## src/rtl/burst_fifo_pkg.sv

```systemverilog
package burst_fifo_pkg;

  typedef enum logic {
    RD_IDLE  = 1'b0,
    RD_BURST = 1'b1
  } rdState_e;

  typedef struct packed {
    logic rdReq;
  } ctrlStrobes_t;

endpackage

```

## src/rtl/burst_fifo_datapath.sv

```systemverilog
module burst_fifo_datapath
  import burst_fifo_pkg::*;
#(
  parameter int WIDTH = 32,
  parameter int DEPTH = 16,
  localparam int AW = $clog2(DEPTH)
) (
  input  logic             clk,
  input  logic             rst,
  input  logic             wrEn,
  input  logic [WIDTH-1:0] wrData,
  input  ctrlStrobes_t     strobes,
  output logic             outValid,
  output logic [WIDTH-1:0] outData,
  output logic [AW:0]      level,
  output logic             full,
  output logic             empty,
  output logic             overflow,
  output logic             underflow
);

  logic [WIDTH-1:0] store [DEPTH];
  logic [AW-1:0]    wrPtr;
  logic [AW-1:0]    rdPtr;
  logic [AW:0]      count;
  logic             wrFire;
  logic             rdFire;

  assign full   = (count == (AW+1)'(DEPTH));
  assign empty  = (count == '0);
  assign wrFire = wrEn && !full;
  assign rdFire = strobes.rdReq && !empty;
  assign level  = count;

  // storage array: written only, no reset needed
  always_ff @(posedge clk) begin
    if (wrFire) store[wrPtr] <= wrData;
  end

  // pointers wrap naturally because DEPTH is a power of two
  always_ff @(posedge clk) begin
    if (rst) begin
      wrPtr <= '0;
      rdPtr <= '0;
    end else begin
      if (wrFire) wrPtr <= wrPtr + 1'b1;
      if (rdFire) rdPtr <= rdPtr + 1'b1;
    end
  end

  // exact same-clock occupancy counter
  always_ff @(posedge clk) begin
    if (rst) begin
      count <= '0;
    end else begin
      unique case ({wrFire, rdFire})
        2'b10:   count <= count + 1'b1;
        2'b01:   count <= count - 1'b1;
        default: count <= count;
      endcase
    end
  end

  // registered output word, one cycle behind the request
  always_ff @(posedge clk) begin
    if (rst) begin
      outValid <= 1'b0;
      outData  <= '0;
    end else begin
      outValid <= rdFire;
      if (rdFire) outData <= store[rdPtr];
    end
  end

  // sticky error flags
  always_ff @(posedge clk) begin
    if (rst) begin
      overflow  <= 1'b0;
      underflow <= 1'b0;
    end else begin
      if (wrEn && full)           overflow  <= 1'b1;
      if (strobes.rdReq && empty) underflow <= 1'b1;
    end
  end

endmodule

```

## src/rtl/burst_fifo_ctrl.sv

```systemverilog
module burst_fifo_ctrl
  import burst_fifo_pkg::*;
#(
  parameter int DEPTH = 16,
  parameter int GROUP = 4,
  localparam int AW = $clog2(DEPTH),
  localparam int BW = $clog2(GROUP)
) (
  input  logic         clk,
  input  logic         rst,
  input  logic [AW:0]  level,
  output ctrlStrobes_t strobes
);

  rdState_e       state;
  rdState_e       stateNext;
  logic [BW-1:0]  beat;
  logic [BW-1:0]  beatNext;
  logic           enough;

  assign enough = (level >= (AW+1)'(GROUP));

  always_comb begin
    stateNext = state;
    beatNext  = beat;
    unique case (state)
      RD_IDLE: begin
        beatNext = '0;
        if (enough) stateNext = RD_BURST;
      end
      RD_BURST: begin
        if (beat == BW'(GROUP - 1)) begin
          stateNext = RD_IDLE;
          beatNext  = '0;
        end else begin
          beatNext = beat + 1'b1;
        end
      end
      default: begin
        stateNext = RD_IDLE;
        beatNext  = '0;
      end
    endcase
  end

  always_ff @(posedge clk) begin
    if (rst) begin
      state <= RD_IDLE;
      beat  <= '0;
    end else begin
      state <= stateNext;
      beat  <= beatNext;
    end
  end

  assign strobes.rdReq = (state == RD_BURST);

endmodule

```

## src/rtl/burst_fifo.sv

```systemverilog
module burst_fifo
  import burst_fifo_pkg::*;
#(
  parameter int WIDTH = 32,
  parameter int DEPTH = 16,
  localparam int AW = $clog2(DEPTH)
) (
  input  logic             clk,
  input  logic             rst,
  input  logic             wrEn,
  input  logic [WIDTH-1:0] wrData,
  output logic             rdReq,
  output logic             outValid,
  output logic [WIDTH-1:0] outData,
  output logic [AW:0]      level,
  output logic             full,
  output logic             empty,
  output logic             overflow,
  output logic             underflow
);

  localparam int GROUP = 4;

  ctrlStrobes_t strobes;

  burst_fifo_ctrl #(
    .DEPTH(DEPTH),
    .GROUP(GROUP)
  ) ctrlInst (
    .clk     (clk),
    .rst     (rst),
    .level   (level),
    .strobes (strobes)
  );

  burst_fifo_datapath #(
    .WIDTH(WIDTH),
    .DEPTH(DEPTH)
  ) dpInst (
    .clk       (clk),
    .rst       (rst),
    .wrEn      (wrEn),
    .wrData    (wrData),
    .strobes   (strobes),
    .outValid  (outValid),
    .outData   (outData),
    .level     (level),
    .full      (full),
    .empty     (empty),
    .overflow  (overflow),
    .underflow (underflow)
  );

  assign rdReq = strobes.rdReq;

endmodule

```

## config.mk

```make
export PLATFORM = sky130hd
export DESIGN_NAME = burst_fifo
export DESIGN_NICKNAME = d
export VERILOG_FILES = /design/src/rtl/burst_fifo_pkg.sv /design/src/rtl/burst_fifo_datapath.sv /design/src/rtl/burst_fifo_ctrl.sv /design/src/rtl/burst_fifo.sv
export SDC_FILE = /design/constraint.sdc
export NUM_CORES = 1
export LEC_CHECK = 0
export BUFFER_PORTS_ARGS = -buffer_cell sky130_fd_sc_hd__buf_2
export CELL_PAD_IN_SITES_DETAIL_PLACEMENT = 1
export CELL_PAD_IN_SITES_GLOBAL_PLACEMENT = 2
export CORE_AREA = 2 2 230 322
export DETAILED_ROUTE_END_ITERATION = 12
export DIE_AREA = 0 0 232 324
export GPL_TIMING_DRIVEN = 1
export PLACE_DENSITY_LB_ADDON = 0.1
export SLEW_MARGIN = 10
export SYNTH_ARGS = -nofsm -noshare
export SYNTH_HDL_FRONTEND = slang
export SYNTH_SLANG_ARGS = --single-unit
```

## constraint.sdc

```tcl
create_clock -name clk -period 4.31 [get_ports clk]
set_input_delay 0.6465 -clock clk [delete_from_list [all_inputs] [get_ports clk]]
set_output_delay 0.6465 -clock clk [all_outputs]
set_load 0.01 [all_outputs]
```

==> run summary <==
The total count of max-transition violations in the final report came out at 0. The routed wire length came out at 54,000 microns. The worst voltage drop across the vdd grid is 0.316 mV. The number of buffers inserted by hold repair at cts came out at 0. The die covers 75,200 sq um. In this run the critical register-to-register path is launched from dpInst.level[2]$_SDFFE_PP0P_. The count of flip-flops with a built-in enable after synthesis came out at 512.

The CTS tree is done. The number of port buffers is 77. The overflow left after global routing is 0. The worst setup path is launched from a flop. CTS placed an instance of clkbuf_16 at the clock tree root. Based on the critical path, the design can be clocked at up to 298 MHz. Setup repair after global routing left no endpoint under its margin. The number of cells after detailed placement is 1,992. The die outline width came out at 232 microns.

The global-route wire length before repair is 79,700 microns. The per-cell via count in the routed design came out at 4.76. The last weighted congestion value of the routability-driven placer is 0.668. The number of buffers inserted during clock tree synthesis came out at 58. The layout overhead on the synthesized area came out at 17.4%. Tracing the worst setup path back leads to its startpoint at dpInst.level[2]$_SDFFE_PP0P_. The all-layer global routing usage came out at 14.8%. The HPWL after detailed placement is 29,700 microns.

After clock tree synthesis, the clock-pin slew on the worst setup and hold paths is 0.07 ns. The endpoint required time on the critical path is 4.82 ns. The count of routing violations after the opening detailed-route iteration came out at 554.

The initial antenna violation count is 2. The number of nets with antenna violations after routing is 0. In this run the most critical hold path is launched from wrEn.

The async set or reset register ratio after synthesis is 0%. The pin count of the biggest net entering global routing is 52. CTS saw 563 sinks. The die span in y came out at 324 microns. The routed wirelength normalized by instance count came out at 25.7 microns. The tightest min-delay check is of the in -> reg type. The post-CTS setup buffer count is 0. Leaving out fill and tap cells, the most frequent cells in the layout are edfxtp_1, mux4_2, buf_2. The register bit count reported by yosys came out at 563.

The post-route setup TNS came out at 0 ns. The worst setup skew after layout came out at 0.0211 ns. Once the floorplan was initialized, standard cells occupied 29.6% of the core. The floorplan step defined a core boundary enclosing 72,500 sq um. The final critical-path required period came out at 3.36 ns.

The total power consumption of the routed design is 0.0116 W. The part of the Yosys area used for sequential elements is 76.4%. The count of distinct cell types in the synthesized netlist came out at 43. By startpoint and endpoint, the worst setup path is classified as reg -> reg. The worst setup path is captured at a flop. The top-level port count came out at 78. The number of antenna diodes in the final layout is 0. The static leakage came out at 7.87 nW. The hold violation count in the final report is 0.

The max-cap check violation count came out at 0. During synthesis, Yosys emitted a total of 0 warnings. For this run, the leading register cell type out of synthesis is edfxtp_1.

The cell area that synthesis handed to floorplanning was 21,500 sq um. Counting every instance in the synthesized netlist gives 984. The final non-filler cell total is 2,102. After clock tree synthesis, the repair step resized 0 gates. The power density over the cells is 462 nW/um^2.

The net count after synthesis is 1,029. The first detailed-routing pass ran for 4 iterations. The deepest level of the CTS H-tree is 2. The worst-skew pair later-pin latency came out at 0.63 ns.

The setup violation total in the final timing report came out at 0. Of all nets on the critical path, the largest fanout is 12. The detailed-route via count came out at 10.0k. The number of buffers between clock root and the deepest sink is 3. The library cell used most frequently in the layout, excluding fill and tap cells, is edfxtp_1. The critical path arrival came out at 3.86 ns.

The run finished with clean final reports. The number of nets at the end of the flow came out at 1,145. The number of global-route vias before repair came to 11.3k. The final critical-path share of the clock period is 77.9%.

The mean area per synthesized cell is 21.8 sq um. Headroom to the max-slew limit came out at 28.5%. In the routed design, unresolved DRC markers number 0. The transition time at the pin with the least slew margin is 1.07 ns.

In the final layout, the share of cells above drive strength 1 is 34.0%. In this run the core area contains 117 standard-cell rows.
## sequential cells by signal, summed over array words and instances (netlist names)
name	flops
dpInst.rdPtr	4
dpInst.wrPtr	4
dpInst.overflow	1
dpInst.level	5
dpInst.outValid	1
dpInst.store	512
dpInst.underflow	1
ctrlInst.strobes	1
ctrlInst.beat	2
dpInst.outData	32
## worst paths after layout
| kind | cells after the start | slack [ns] | to |
|---|---|---|---|
| worst max-delay path | 10 | 0.95 | dpInst.level[4]$_SDFFE_PP0P_ |
| worst min-delay path | 3 | 0.33 | dpInst.overflow$_SDFFE_PP0P_ |
| worst max register to register | 10 | 0.95 | dpInst.level[4]$_SDFFE_PP0P_ |
| worst min register to register | 1 | 0.43 | ctrlInst.beat[0]$_SDFF_PP0_ |
## cell families (layout without fill, tap and decap cells)
logic type / Yosys count / in the layout / share of synthesized area [%]
buf+inv: 61 / 227 / 1.60
mux: 195 / 195 / 16.8
fa+ha+maj: 10 / 10 / 0.583
compound gates: 56 / 56 / 2.37
xor+xnor: 9 / 9 / 0.367
flops: 563 / 563 / 76.4
simple gates: 90 / 90 / 1.92
## metal layers
| layer | global-route usage (%) | share of wire (%) | vias up |
|---|---|---|---|
| met4 | 3.73 | 1.9 | 2 |
| met5 | 0 | 0.030 | - |
| met1 | 18.6 | 43 | 5459 |
| li1 | - | - | 4328 |
| met3 | 2.34 | 3.1 | 62 |
| met2 | 26.4 | 52 | 152 |
## worst max-delay path: stages (launching register included)
cell,delay (ns)
dfxtp_1,0.43
or4_4,0.65
o21ai_4,0.23
inv_2,0.12
ha_1,0.33
xor2_1,0.18
ha_1,0.23
a211o_1,0.27
a211o_1,0.29
a21oi_1,0.16
mux2_2,0.35
## metrics by stage
step	util [%]	area (sq um)	setup WS, ns	hold WS [ns]
final	34.8	25200	0.955	0.332
after CTS	34.8	25200	0.963	0.274
after global routing	34.8	25200	0.769	0.363
after floorplan	-	21500	0.351	0.405
after detailed placement	32.0	23200	0.974	0.431
after global placement	32.0	23200	1.00	0.418
## power by group
part,switching [W],total (W),internal [W]
combinational,0.000230,0.000354,0.000124
sequential,0.0000333,0.00606,0.00603
clock,0.00217,0.00521,0.00304
total,0.00244,0.0116,0.00919
## cells in the mapped netlist, types with 2 or more instances
master      n  area share [%]
mux2_2     33             1.7
edfxtp_1  512              72
a221o_1    32             1.5
nand2_1     7            0.12
mux4_2    128              13
nor3_1      5            0.12
ha_1       10            0.58
clkbuf_1   20            0.35
nand2b_1    3           0.087
mux2i_1    34             1.6
o21ai_0     2           0.047
a21oi_1     7            0.16
buf_2      11            0.26
xnor2_1     3            0.12
o211ai_1    4            0.14
nor4_1      2           0.058
a211o_1     2           0.082
nand3b_1    2           0.070
xor2_1      6            0.24
buf_6      12            0.63
buf_1       9            0.16
and3_1      2           0.058
buf_4       3            0.10
dfxtp_1    51             4.8
inv_1       5           0.087
nor2_1     62             1.1
## layout make-up
class | count | area, sq um
multi-input cells | 360 | 4830
clock buffers | 78 | 1650
repair buffers | 111 | 753
flip-flops and latches | 563 | 16400
clock inverters | 32 | 330
fillers | 7062 | 47300
inverters | 6 | 22.5
well taps | 952 | 1190
(Power assumes the default switching activity.)
